File: config.mk
export PLATFORM = sky130hd
export DESIGN_NAME = bcast_ld_unit
export DESIGN_NICKNAME = d
export VERILOG_FILES = /design/src/rtl/bcast_ld_pkg.sv /design/src/rtl/bcast_lane_mask.sv /design/src/rtl/bcast_fill.sv /design/src/rtl/bcast_ld_unit.sv
export SDC_FILE = /design/constraint.sdc
export NUM_CORES = 1
export LEC_CHECK = 0
export BUFFER_PORTS_ARGS = -buffer_cell sky130_fd_sc_hd__clkbuf_2
export CORE_AREA = 3 3 200 202
export DETAILED_ROUTE_END_ITERATION = 12
export DIE_AREA = 0 0 203 205
export GPL_TIMING_DRIVEN = 0
export SLEW_MARGIN = 20
export SYNTH_ARGS = -nofsm -noshare
export SYNTH_HDL_FRONTEND = slang
export SYNTH_SLANG_ARGS = --single-unit
File: constraint.sdc
create_clock -name clk -period 7.9 [get_ports clk]
set_input_delay 0.79 -clock clk [delete_from_list [all_inputs] [get_ports clk]]
set_output_delay 0.79 -clock clk [all_outputs]
set_load 0.03 [all_outputs]
File: src/rtl/bcast_ld_pkg.sv
package bcast_ld_pkg;
  typedef enum logic [1:0] {
    ST_IDLE = 2'd0,
    ST_REQ  = 2'd1,
    ST_WAIT = 2'd2
  } ld_state_e;

  localparam int CHUNK_W    = 16;
  localparam int ADDR_W     = 64;
  localparam int SP_IDX     = 31;
  localparam int ALIGN_BITS = 4;
endpackage

File: src/rtl/bcast_lane_mask.sv
// Maps the byte predicate to per-16-bit-chunk activity for the chosen width.
module bcast_lane_mask #(
  parameter int VLEN = 256
) (
  input  logic [1:0]           esize_sel,
  input  logic [VLEN/8-1:0]    pred,
  output logic [VLEN/16-1:0]   chunk_act,
  output logic [VLEN/16-1:0]   chunk_low,
  output logic                 any_act
);
  localparam int NCH = VLEN / 16;

  for (genvar j = 0; j < NCH; j++) begin : g_chunk
    localparam int PB16 = 2 * j;
    localparam int PB32 = (j / 2) * 4;
    localparam int PB64 = (j / 4) * 8;
    always_comb begin
      case (esize_sel)
        2'd0: begin
          chunk_act[j] = pred[PB16];
          chunk_low[j] = 1'b1;
        end
        2'd1: begin
          chunk_act[j] = pred[PB32];
          chunk_low[j] = ((j % 2) == 0);
        end
        default: begin
          chunk_act[j] = pred[PB64];
          chunk_low[j] = ((j % 4) == 0);
        end
      endcase
    end
  end

  assign any_act = |chunk_act;
endmodule

File: src/rtl/bcast_fill.sv
// Builds the broadcast vector from a byte and chunk activity flags.
module bcast_fill #(
  parameter int VLEN = 256
) (
  input  logic [7:0]          ld_byte,
  input  logic [VLEN/16-1:0]  chunk_act,
  input  logic [VLEN/16-1:0]  chunk_low,
  output logic [VLEN-1:0]     vec
);
  localparam int NCH = VLEN / 16;

  for (genvar j = 0; j < NCH; j++) begin : g_chunk
    always_comb begin
      if (!chunk_act[j])
        vec[16*j +: 16] = '0;
      else if (chunk_low[j])
        vec[16*j +: 16] = {{8{ld_byte[7]}}, ld_byte};
      else
        vec[16*j +: 16] = {16{ld_byte[7]}};
    end
  end
endmodule

File: src/rtl/bcast_ld_unit.sv
module bcast_ld_unit
  import bcast_ld_pkg::*;
#(
  parameter int VLEN = 256
) (
  input  logic                clk,
  input  logic                rst,
  input  logic                start,
  output logic                idle,
  input  logic [4:0]          base_idx,
  input  logic [63:0]         gpr_val,
  input  logic [63:0]         sp_val,
  input  logic [5:0]          imm_off,
  input  logic [1:0]          esize_sel,
  input  logic [VLEN/8-1:0]   pred,
  input  logic                sp_chk_idle,
  output logic                mem_req_valid,
  input  logic                mem_req_ready,
  output logic [63:0]         mem_req_addr,
  input  logic                mem_rsp_valid,
  input  logic [7:0]          mem_rsp_data,
  output logic                done,
  output logic [VLEN-1:0]     result,
  output logic                sp_fault
);
  localparam int NCH = VLEN / CHUNK_W;

  ld_state_e        st;
  logic [NCH-1:0]   act_in, low_in, act_q, low_q;
  logic             any_in;
  logic [VLEN-1:0]  fill_vec;
  logic             use_sp, chk_sp, misal;
  logic [63:0]      base;

  bcast_lane_mask #(.VLEN(VLEN)) u_mask (
    .esize_sel (esize_sel),
    .pred      (pred),
    .chunk_act (act_in),
    .chunk_low (low_in),
    .any_act   (any_in)
  );

  bcast_fill #(.VLEN(VLEN)) u_fill (
    .ld_byte   (mem_rsp_data),
    .chunk_act (act_q),
    .chunk_low (low_q),
    .vec       (fill_vec)
  );

  assign use_sp = (base_idx == 5'(SP_IDX));
  assign chk_sp = use_sp && (any_in || sp_chk_idle);
  assign misal  = chk_sp && (sp_val[ALIGN_BITS-1:0] != '0);
  assign base   = use_sp ? sp_val : gpr_val;
  assign idle   = (st == ST_IDLE);

  always_ff @(posedge clk) begin
    if (rst) begin
      st            <= ST_IDLE;
      mem_req_valid <= 1'b0;
      mem_req_addr  <= '0;
      act_q         <= '0;
      low_q         <= '0;
      done          <= 1'b0;
      sp_fault      <= 1'b0;
      result        <= '0;
    end else begin
      done     <= 1'b0;
      sp_fault <= 1'b0;
      case (st)
        ST_IDLE: if (start) begin
          act_q <= act_in;
          low_q <= low_in;
          if (misal || !any_in) begin
            done     <= 1'b1;
            sp_fault <= misal;
            result   <= '0;
          end else begin
            st            <= ST_REQ;
            mem_req_valid <= 1'b1;
            mem_req_addr  <= base + {58'd0, imm_off};
          end
        end
        ST_REQ: if (mem_req_ready) begin
          mem_req_valid <= 1'b0;
          st            <= ST_WAIT;
        end
        ST_WAIT: if (mem_rsp_valid) begin
          result <= fill_vec;
          done   <= 1'b1;
          st     <= ST_IDLE;
        end
        default: st <= ST_IDLE;
      endcase
    end
  end

  assert_req_hold_R8: assert property (@(posedge clk) disable iff (rst)
    (mem_req_valid && !mem_req_ready) |=> (mem_req_valid && $stable(mem_req_addr)));

  assert_fault_no_req_R6: assert property (@(posedge clk) disable iff (rst)
    sp_fault |-> (!mem_req_valid && done && result == '0));

  assert_done_pulse_R9: assert property (@(posedge clk) disable iff (rst)
    done |=> !done);

  assert_skip_when_idle_mask_R5: assert property (@(posedge clk) disable iff (rst)
    (idle && start && !any_in) |=> (done && !mem_req_valid && result == '0));

  assert_rsp_to_done_R9: assert property (@(posedge clk) disable iff (rst)
    (st == ST_WAIT && mem_rsp_valid) |=> done);
endmodule

==> impl_metrics.yaml, run 1 <==
outcome:
  outcome: "complete, no violations"
clock_network:
  cts_tree: "built"
  htree_num_levels: 1
  post_cts.repair.setup_buffers: 0
  cts.hold.buffers_added: 0
  clkTransAtPathRegs_ns: 0.07
  clk_latency_ns: 0.54
  numCtsBuffers: 26
  cts-root-buf: "clkbuf_16"
  cts_buffer_depth: 3
  cts_sinks: 216
  post_cts_resized: 0
synth:
  yosys_warnings: 0
  synth_fa_ha_area_share_pct: 0.752
  synth-compound-area-share_pct: 13.4
  synth_top_cell_area_share_pct: 34.2
  synth-edff-count: 0
  synth_area_mm2: 0.0126
  synth_top_family_by_area: "simple AND/OR/NAND/NOR gates"
  synth_xor_area_share_pct: 2.84
  ys_top_cells_by_count: "424 x nand2_1, 216 x dfxtp_1, 133 x buf_4, 108 x mux2i_1, 100 x o21ai_0"
  async_reset_ff_share_pct: 0
  synth_seq_cells: 216
  post-synth-top-count-cell: "nand2_1"
  synth_ff_type: "dfxtp_1"
  syn_area_per_cell_um2: 7.61
  yosys.area.top_type: "dfxtp_1"
  synth-simple-area-share_pct: 28.1
  synthesis.nets: 1857
  ys_seq_area_share_pct: 34.2
  synth.distinct_cells: 67
  synthTopCellsByArea: "dfxtp_1 34%, nand2_1 13%, mux2i_1 8.5%, buf_4 7.9%, or4_1 4.3%"
  synth_cells: 1663
  synth_mux_area_share_pct: 8.73
die:
  die_area_mm2: 0.0416
  core_area_mm2: 0.0385
  die_w_um: 203
  pin_count: 511
  die_height_um: 205
  initial_core_util_pct: 32.9
  fp-row-count: 72
drt:
  wl_per_cell_um: 21.2
  vias: 14200
  viasPerCell: 5.20
  drt_first_iter_violations: 965
  detail-route-antenna-nets: 0
  drcViolationCount: 0
  drt_wl_total_um: 57900
  dr.pass1.iters: 6
worst_setup_path:
  cp.arrival_ns: 7.77
  crit_required_ns: 8.35
  path_class: "input pin to flop"
  endpoint_kind: "flop"
  critPathMaxFanout: 10
  ff2ff_path_depth: 8
  worstSetupStartpointType: "input pin"
sta:
  fin_ws_ns: 0.577
  slew_violations: 0
  finClkSkew_ns: 0.00772
  slew_headroom_pct: 27.5
  period_minus_slack_ns: 7.32
  finalSetupViolations: 0
  fin_tns_setup_ns: 0
  worstMarginPinSlew_ns: 1.08
  final.period_utilization_pct: 92.7
  fmax_ghz: 0.137
  final_hold_viol_count: 0
  rsz0062_at_grt: "no"
power:
  powerDensity_mw_per_mm2: 171
  leakagePower_nw: 7.43
  ir_drop_mv: 0.102
worst_hold_path:
  hold_depth: 2
  hp-class: "flop to flop"
placed_design:
  dp_hpwl_um: 46500
  io_buffers: 493
  gp_congestion: 0.961
  placedCellCount: 2674
  pre_cts_ws_ns: 0.163
grt:
  grtUsageTotal_pct: 26.4
  grt_pass1_wl_um: 84600
  grt_overflow_total: 0
  antenna_found_initial: 11
  grt_pass1_vias: 13700
  grt_max_degree: 14
finish:
  multiInputGateArea_mm2: 0.00682
  stdcell_count: 2728
  fin_nets: 2378
  syn_to_final_growth_pct: 31.7
  fillers: 4019
  ff_latch_area_mm2: 0.00432
  drive_gt1_share_pct: 31.6
job:
  cap_violations: 0
-- path summary, 6_finish.rpt --
check	startpoint	end	slack, ns
setup / recovery	base_idx[2]	mem_req_addr[50]$_SDFFE_PP0P_	0.58
hold / removal	result[86]$_SDFFE_PP0P_	result[86]$_SDFFE_PP0P_	0.45
setup reg to reg	st[0]$_SDFFE_PP0P_	mem_req_addr[12]$_SDFFE_PP0P_	4.94
hold reg to reg	result[86]$_SDFFE_PP0P_	result[86]$_SDFFE_PP0P_	0.45
-- registers in the layout, indices dropped and copies added (netlist names) --
signal and flops:
sp_fault 1, result 128, st 2, act_q 16, done 1, mem_req_addr 64, low_q 3, mem_req_valid 1
-- critical path: stages --
cell      delay (ns)
clkbuf_2        0.12
nand4_1         0.25
nor2_1          0.89
buf_2           0.49
buf_1           0.63
clkbuf_1        0.75
buf_1           0.59
nand2_1         0.11
nand2_1         0.13
ha_1            0.21
inv_1           0.06
fa_1            0.40
nor2b_1         0.13
o21a_1          0.22
o221ai_1        0.38
a2111o_1        0.69
or4_4           0.61
o311ai_2        0.27
-- layer usage --
layer  track usage, %  routed length (µm)
met5                0                  91
met4             8.04                1690
met3             6.20                4860
met2             47.6               28600
met1             31.0               22700
-- cells in the final DEF (no fill, tap or decap), types with 22 or more instances in the layout --
cell type,synthesis,final
o21ai_0,100,100
mux2i_1,108,108
nand2_1,424,424
nor3_1,29,29
dfxtp_1,216,216
or4_1,72,72
nor2_1,70,70
clkbuf_2,0,493
clkbuf_1,88,93
and3_1,23,23
nand4_1,32,32
clkbuf_16,0,26
a21oi_1,58,58
xnor2_1,22,22
buf_4,133,133
nand3_1,51,51
-- final cells by class --
class	instances	share of cell area, %
repair buffers	493	14.8
diodes	6	0.0902
clock inverters	15	1.07
flip-flops and latches	216	26.0
inverters	17	0.383
multi-input cells	1184	40.9
plain buffers	246	8.67
well taps	518	3.89
clock buffers	33	4.19
-- report_power, final --
part	total (mW)	switching, mW	leakage [nW]	internal (mW)
clock	1.25	0.524	0.433	0.729
combinational	0.455	0.320	5.24	0.134
sequential	1.15	0.0234	1.75	1.12
total	2.86	0.868	7.43	1.99
-- cell families (layout without fill, tap and decap cells) --
logic type | after synthesis | after routing
simple gates | 759 | 759
other cells | 0 | 6
compound gates | 267 | 267
buf+inv | 263 | 804
xor+xnor | 41 | 41
flops | 216 | 216
fa+ha+maj | 7 | 7
mux | 110 | 110
-- per-stage QoR --
step	instance area [µm²]	hold WS [ns]	total power, mW	utilization (%)
final	16700	0.453	2.86	43.3
after CTS	16600	0.457	2.87	43.3
after global placement	15800	0.442	1.62	41.0
after floorplan	12600	0.437	1.42	-
after detailed placement	15800	0.444	1.62	41.0
after global routing	16600	0.476	2.96	43.3
Note: power is estimated with default switching activity, not from simulation.
==> run 2: changes to the inputs <==
CORE_AREA = 2 2 199 201   (was 3 3 200 202)
DIE_AREA = 0 0 201 203   (was 0 0 203 205)
MAX_ROUTING_LAYER = met4   (was unset)
==> run 2 against run 1 <==
Maximum frequency about the same. Register-to-register slack about the same. Cell count increased by 0.62%. Flip-flop and latch count unchanged. Critical endpoint unchanged. Highest routed layer is now met4. Combinational power about the same. Utilization increased by 0.21 points. Count of clock-buffer cells in the layout increased by 5.
==> impl_metrics.yaml, run 2 (synthesized netlist as in run 1, its figures left out) <==
outcome:
  outcome: "complete, no violations"
die:
  die_area_mm2: 0.0408
  initial_core_util_pct: 32.9
  pin_count: 511
  core_area_mm2: 0.0385
  fp-row-count: 72
  die_height_um: 203
  die_w_um: 201
finish:
  drive_gt1_share_pct: 31.7
  largest_reg_flops: 128
  fin_nets: 2379
  top_regs: "result x128, mem_req_addr x64, act_q x16"
  final_cell_mix: "493 x clkbuf_2, 424 x nand2_1, 216 x dfxtp_1"
  syn_to_final_growth_pct: 32.3
  layout_commonest_cell: "clkbuf_2"
  top_register: "result"
  fillers: 4043
worst_setup_path:
  worstSetupStartpointType: "input pin"
  cp.arrival_ns: 7.78
  cpMaxStageDelayCell: "nor2_1"
  slowest_delay_ns: 0.92
  ff2ff_path_depth: 8
  crit_start: "base_idx[2]"
  worstReg2RegStart: "st[0]$_SDFFE_PP0P_"
  crit_chain: "clkbuf_2, nand4_1, nor2_1, buf_2, buf_1, clkbuf_1, buf_1, nand2_1, nand2_1, ha_1, inv_1, fa_1, nor2b_1, o21a_1, o221ai_1, a2111o_1, or4_4, o311ai_2"
  endpoint_kind: "flop"
  path_class: "input pin to flop"
  critPathMaxFanout: 10
  crit_required_ns: 8.35
drt:
  vias: 14200
  viasPerCell: 5.17
  drt_first_iter_violations: 966
  wl_per_cell_um: 20.9
  drt_wl_total_um: 57500
  drcViolationCount: 0
  dr.pass1.iters: 5
  detail-route-antenna-nets: 0
sta:
  fmax_ghz: 0.136
  period_minus_slack_ns: 7.33
  fin_tns_setup_ns: 0
  rsz0062_at_grt: "no"
  worstMarginPinSlew_ns: 1.13
  slew_headroom_pct: 24.7
  finalSetupViolations: 0
  final.period_utilization_pct: 92.8
  slew_violations: 0
  finClkSkew_ns: 0.00899
  whs_ns: 0.455
  final_hold_viol_count: 0
grt:
  grt_pass1_wl_um: 83200
  grt_overflow_total: 0
  grt_max_degree: 14
  grt_pass1_vias: 13500
  grtUsageTotal_pct: 27.5
  antenna_found_initial: 22
clock_network:
  cts.hold.buffers_added: 0
  cts_tree: "built"
  post_cts_resized: 0
  numCtsBuffers: 27
  cts_buffer_depth: 3
  cts-root-buf: "clkbuf_16"
  cts_sinks: 216
  clkTransAtPathRegs_ns: 0.06
  post_cts.repair.setup_buffers: 0
  htree_num_levels: 1
  clk_latency_ns: 0.54
worst_hold_path:
  hold_depth: 2
  worstHoldStart: "result[20]$_SDFFE_PP0P_"
  hp-class: "flop to flop"
job:
  cap_violations: 0
power:
  p_total_mw: 2.88
  leakagePower_nw: 7.44
  ir_drop_mv: 0.0995
  powerDensity_mw_per_mm2: 172
placed_design:
  io_buffers: 493
  gp_congestion: 0.971
  dp_hpwl_um: 46200
## run 2: critical path: cells and delay by family
kind | cells | cell delay, ns
buf+inv | 6 | 2.63
compound gates | 4 | 1.55
fa+ha+maj | 2 | 0.60
simple gates | 6 | 2.18
## run 2: power breakdown
group	switching, mW	internal, mW
clock	0.510	0.766
combinational	0.322	0.134
sequential	0.0232	1.12
## run 2: stage by stage
| stage | util, % | cells | area [µm²] | setup slack (ns) |
|---|---|---|---|---|
| 2_1_floorplan | - | 1663 | 12600 | 2.65 |
| 3_3_place_gp | 41.0 | 2674 | 15800 | 0.241 |
| 3_5_place_dp | 41.0 | 2674 | 15800 | 0.194 |
| 4_1_cts | 43.4 | 2723 | 16700 | 0.758 |
| 5_1_grt | 43.5 | 2745 | 16700 | 0.396 |
| 6_report | 43.5 | 2745 | 16700 | 0.572 |
## run 2: cell type report
cell class	instances	area [µm²]	area share, %
clock buffer	38	797	4.76
tap	518	648	3.87
inverter	17	63.8	0.381
multi-input combinational	1184	6820	40.7
sequential	216	4320	25.8
timing repair buffer	493	2470	14.7
clock inverter	11	120	0.718
buffer	246	1440	8.63
antenna	22	55.1	0.329
## run 2: path summary, 6_finish.rpt
path,end,slack [ns]
max,mem_req_addr[50]$_SDFFE_PP0P_,0.57
min,result[20]$_SDFFE_PP0P_,0.46
max reg2reg,mem_req_addr[40]$_SDFFE_PP0P_,4.95
min reg2reg,result[20]$_SDFFE_PP0P_,0.46
## run 2: per-layer routing
metal	up-vias	share of wire, %	GRT usage [%]
li1	6808	-	-
met1	6593	39	30.3
met2	672	49	47.0
met3	120	8.9	7.58
met4	0	3.2	11.0
met5	-	0	-
==> run 3: changes to the inputs <==
--- a/config.mk
+++ b/config.mk
@@ -6,8 +6,8 @@
 export NUM_CORES = 1
 export LEC_CHECK = 0
-export BUFFER_PORTS_ARGS = -buffer_cell sky130_fd_sc_hd__clkbuf_2
-export CORE_AREA = 2 2 199 201
+export CORE_AREA = 2 2 197 199
 export DETAILED_ROUTE_END_ITERATION = 12
-export DIE_AREA = 0 0 201 203
+export DIE_AREA = 0 0 199 201
+export DONT_BUFFER_PORTS = 1
 export GPL_TIMING_DRIVEN = 0
 export MAX_ROUTING_LAYER = met4
==> constraint.sdc (replaced) <==
create_clock -name clk -period 7.9 [get_ports clk]
set_input_delay 0.395 -clock clk [delete_from_list [all_inputs] [get_ports clk]]
set_output_delay 0.395 -clock clk [all_outputs]
set_load 0.03 [all_outputs]
==> run 3 against run 2 <==
Cell count fell by 19%. Worst hold slack got worse by 0.43 ns. First-iteration DRC count fell by 5.5%. Maximum frequency rose by 9.2%. Worst setup slack improved by 0.62 ns. Critical path depth fell by 1. Flip-flop and latch count did not move. Critical path type unchanged. Largest cell class unchanged.
==> impl_metrics.yaml, run 3 (synthesized netlist as in run 1, its figures left out) <==
sta:
  final_hold_viol_count: 0
  final.period_utilization_pct: 84.9
  fin_tns_setup_ns: 0
  fmax_ghz: 0.149
  finalSetupViolations: 0
  fin_ws_ns: 1.19
  period_minus_slack_ns: 6.71
  slew_violations: 0
  slew_headroom_pct: 23.3
  worstMarginPinSlew_ns: 1.15
  finClkSkew_ns: 0.0119
  rsz0062_at_grt: "no"
power:
  p_comb_share_pct: 10.7
  clockPowerShare_pct: 46.2
  powerDensity_mw_per_mm2: 197
  p_total_mw: 2.81
  power_switching_mw: 0.797
  p_int_mw: 2.01
  p_sw_share_pct: 28.4
  ir_drop_mv: 0.114
  leakagePower_nw: 5.26
  seq_power_share_pct: 43.0
clock_network:
  post_cts_resized: 0
  cts-root-buf: "clkbuf_16"
  htree_num_levels: 1
  cts_sinks: 216
  clkTransAtPathRegs_ns: 0.06
  numCtsBuffers: 25
  clk_latency_ns: 0.54
  cts_tree: "built"
  cts_buffer_depth: 3
die:
  die_area_mm2: 0.0400
  die_w_um: 199
  core_area_mm2: 0.0381
  die_height_um: 201
  fp-row-count: 72
  initial_core_util_pct: 33.2
  pin_count: 511
finish:
  final_cell_mix: "424 x nand2_1, 216 x dfxtp_1, 133 x buf_4"
  syn_to_final_growth_pct: 12.7
  top_register: "result"
  drive_gt1_share_pct: 11.7
  utilization_pct: 37.4
  fin_nets: 1889
  layout_commonest_cell: "nand2_1"
  largest_reg_flops: 128
  top_regs: "result x128, mem_req_addr x64, act_q x16"
placed_design:
  gp_congestion: 0.986
  pre_cts_ws_ns: 0.721
  dp_hpwl_um: 44000
  io_buffers: 0
outcome:
  outcome: "complete, no violations"
drt:
  drt_first_iter_violations: 913
  viasPerCell: 5.59
  drcViolationCount: 0
  wl_met3_um: 6590
  drt-met1-wl_um: 20000
  detail-route-antenna-nets: 0
  wl_met2_um: 27300
  top_layer: "met4"
  wl_per_cell_um: 24.9
  vias: 12500
  drt_wl_total_um: 55500
  dr.pass1.iters: 5
worst_setup_path:
  worst-r2r-setup-slack_ns: 4.26
  endpoint_kind: "flop"
  critPathMaxFanout: 10
  cp.arrival_ns: 7.15
  r2r_end: "mem_req_addr[36]$_SDFFE_PP0P_"
  crit_required_ns: 8.34
  worstSetupStartpointType: "input pin"
  ff2ff_path_depth: 8
  worstReg2RegStart: "st[0]$_SDFFE_PP0P_"
  path_class: "input pin to flop"
worst_hold_path:
  worstHoldStart: "pred[2]"
  hold_end: "act_q[1]$_SDFFE_PP0P_"
  hold_depth: 2
  hp-class: "input pin to flop"
grt:
  grt_overflow_total: 0
  antenna_found_initial: 2
  grtUsageTotal_pct: 27.4
  grt_max_degree: 14
  grt_pass1_vias: 12100
  grt_pass1_wl_um: 79200
job:
  cap_violations: 0
run 3: cell count changes in the layout (fill, tap and decap cells not counted), sizes merged:
cell,previous run,this run
clkinvlp,3,0
diode,22,2
clkinv,4,6
dlygate4sd3,0,5
clkbuf,619,120
inv,19,18
bufinv,2,6
run 3: worst max-delay path by stage:
stage                                    endpoint        start  cells past startpoint
floorplan           mem_req_addr[50]$_SDFFE_PP0P_  base_idx[2]                     17
global placement    mem_req_addr[50]$_SDFFE_PP0P_  base_idx[2]                     17
detailed placement  mem_req_addr[50]$_SDFFE_PP0P_  base_idx[2]                     17
CTS                 mem_req_addr[50]$_SDFFE_PP0P_  base_idx[2]                     17
global route        mem_req_addr[46]$_SDFFE_PP0P_  base_idx[2]                     19
finish              mem_req_addr[50]$_SDFFE_PP0P_  base_idx[2]                     17
run 3: power groups by stage:
stage / Sequential [mW] / Combinational (mW) / Clock (mW)
floorplan: 1.22 / 0.200 / 0
global placement: 1.23 / 0.292 / 0
detailed placement: 1.23 / 0.296 / 0
CTS: 1.21 / 0.300 / 1.32
global route: 1.21 / 0.331 / 1.37
finish: 1.21 / 0.301 / 1.30
run 3: final cells by class:
cell class | instances | area [µm²]
plain buffers | 246 | 1440
flip-flops and latches | 216 | 4320
clock inverters | 13 | 230
well taps | 518 | 648
fillers | 4032 | 23900
inverters | 17 | 63.8
multi-input cells | 1184 | 6820
diodes | 2 | 5.00
repair buffers | 5 | 50.0
clock buffers | 32 | 672
run 3: repair_timing:
| action | CTS | global route |
|---|---|---|
| hold endpoints to repair | 5 | 0 |
| hold buffers | 5 | 0 |
| setup buffers | 0 | 0 |
run 3: routing by layer:
metal / GRT usage, % / vias to the layer above
li1: - / 5787
met1: 28.5 / 5885
met2: 47.2 / 687
met3: 10.6 / 121
met4: 8.80 / 0
met5: - / -
run 3: per-stage QoR:
stage / hold slack [ns] / instances / area, µm²
after floorplan: 0.437 / 1663 / 12600
after global placement: 0.445 / 2181 / 13300
after detailed placement: 0.453 / 2181 / 13300
after CTS: 0.00334 / 2231 / 14200
after global routing: 0.0137 / 2233 / 14300
final: 0.0255 / 2233 / 14300
run 3: critical path, stage by stage:
cell and delay (ns):
nand4_1 0.20, nor2_1 0.92, buf_2 0.49, buf_1 0.61, clkbuf_1 0.69, buf_1 0.60
nand2_1 0.11, nand2_1 0.12, ha_1 0.20, inv_1 0.07, fa_1 0.40, nor2b_1 0.13
o21a_1 0.21, o221ai_1 0.37, a2111o_1 0.69, or4_4 0.61, o311ai_2 0.29
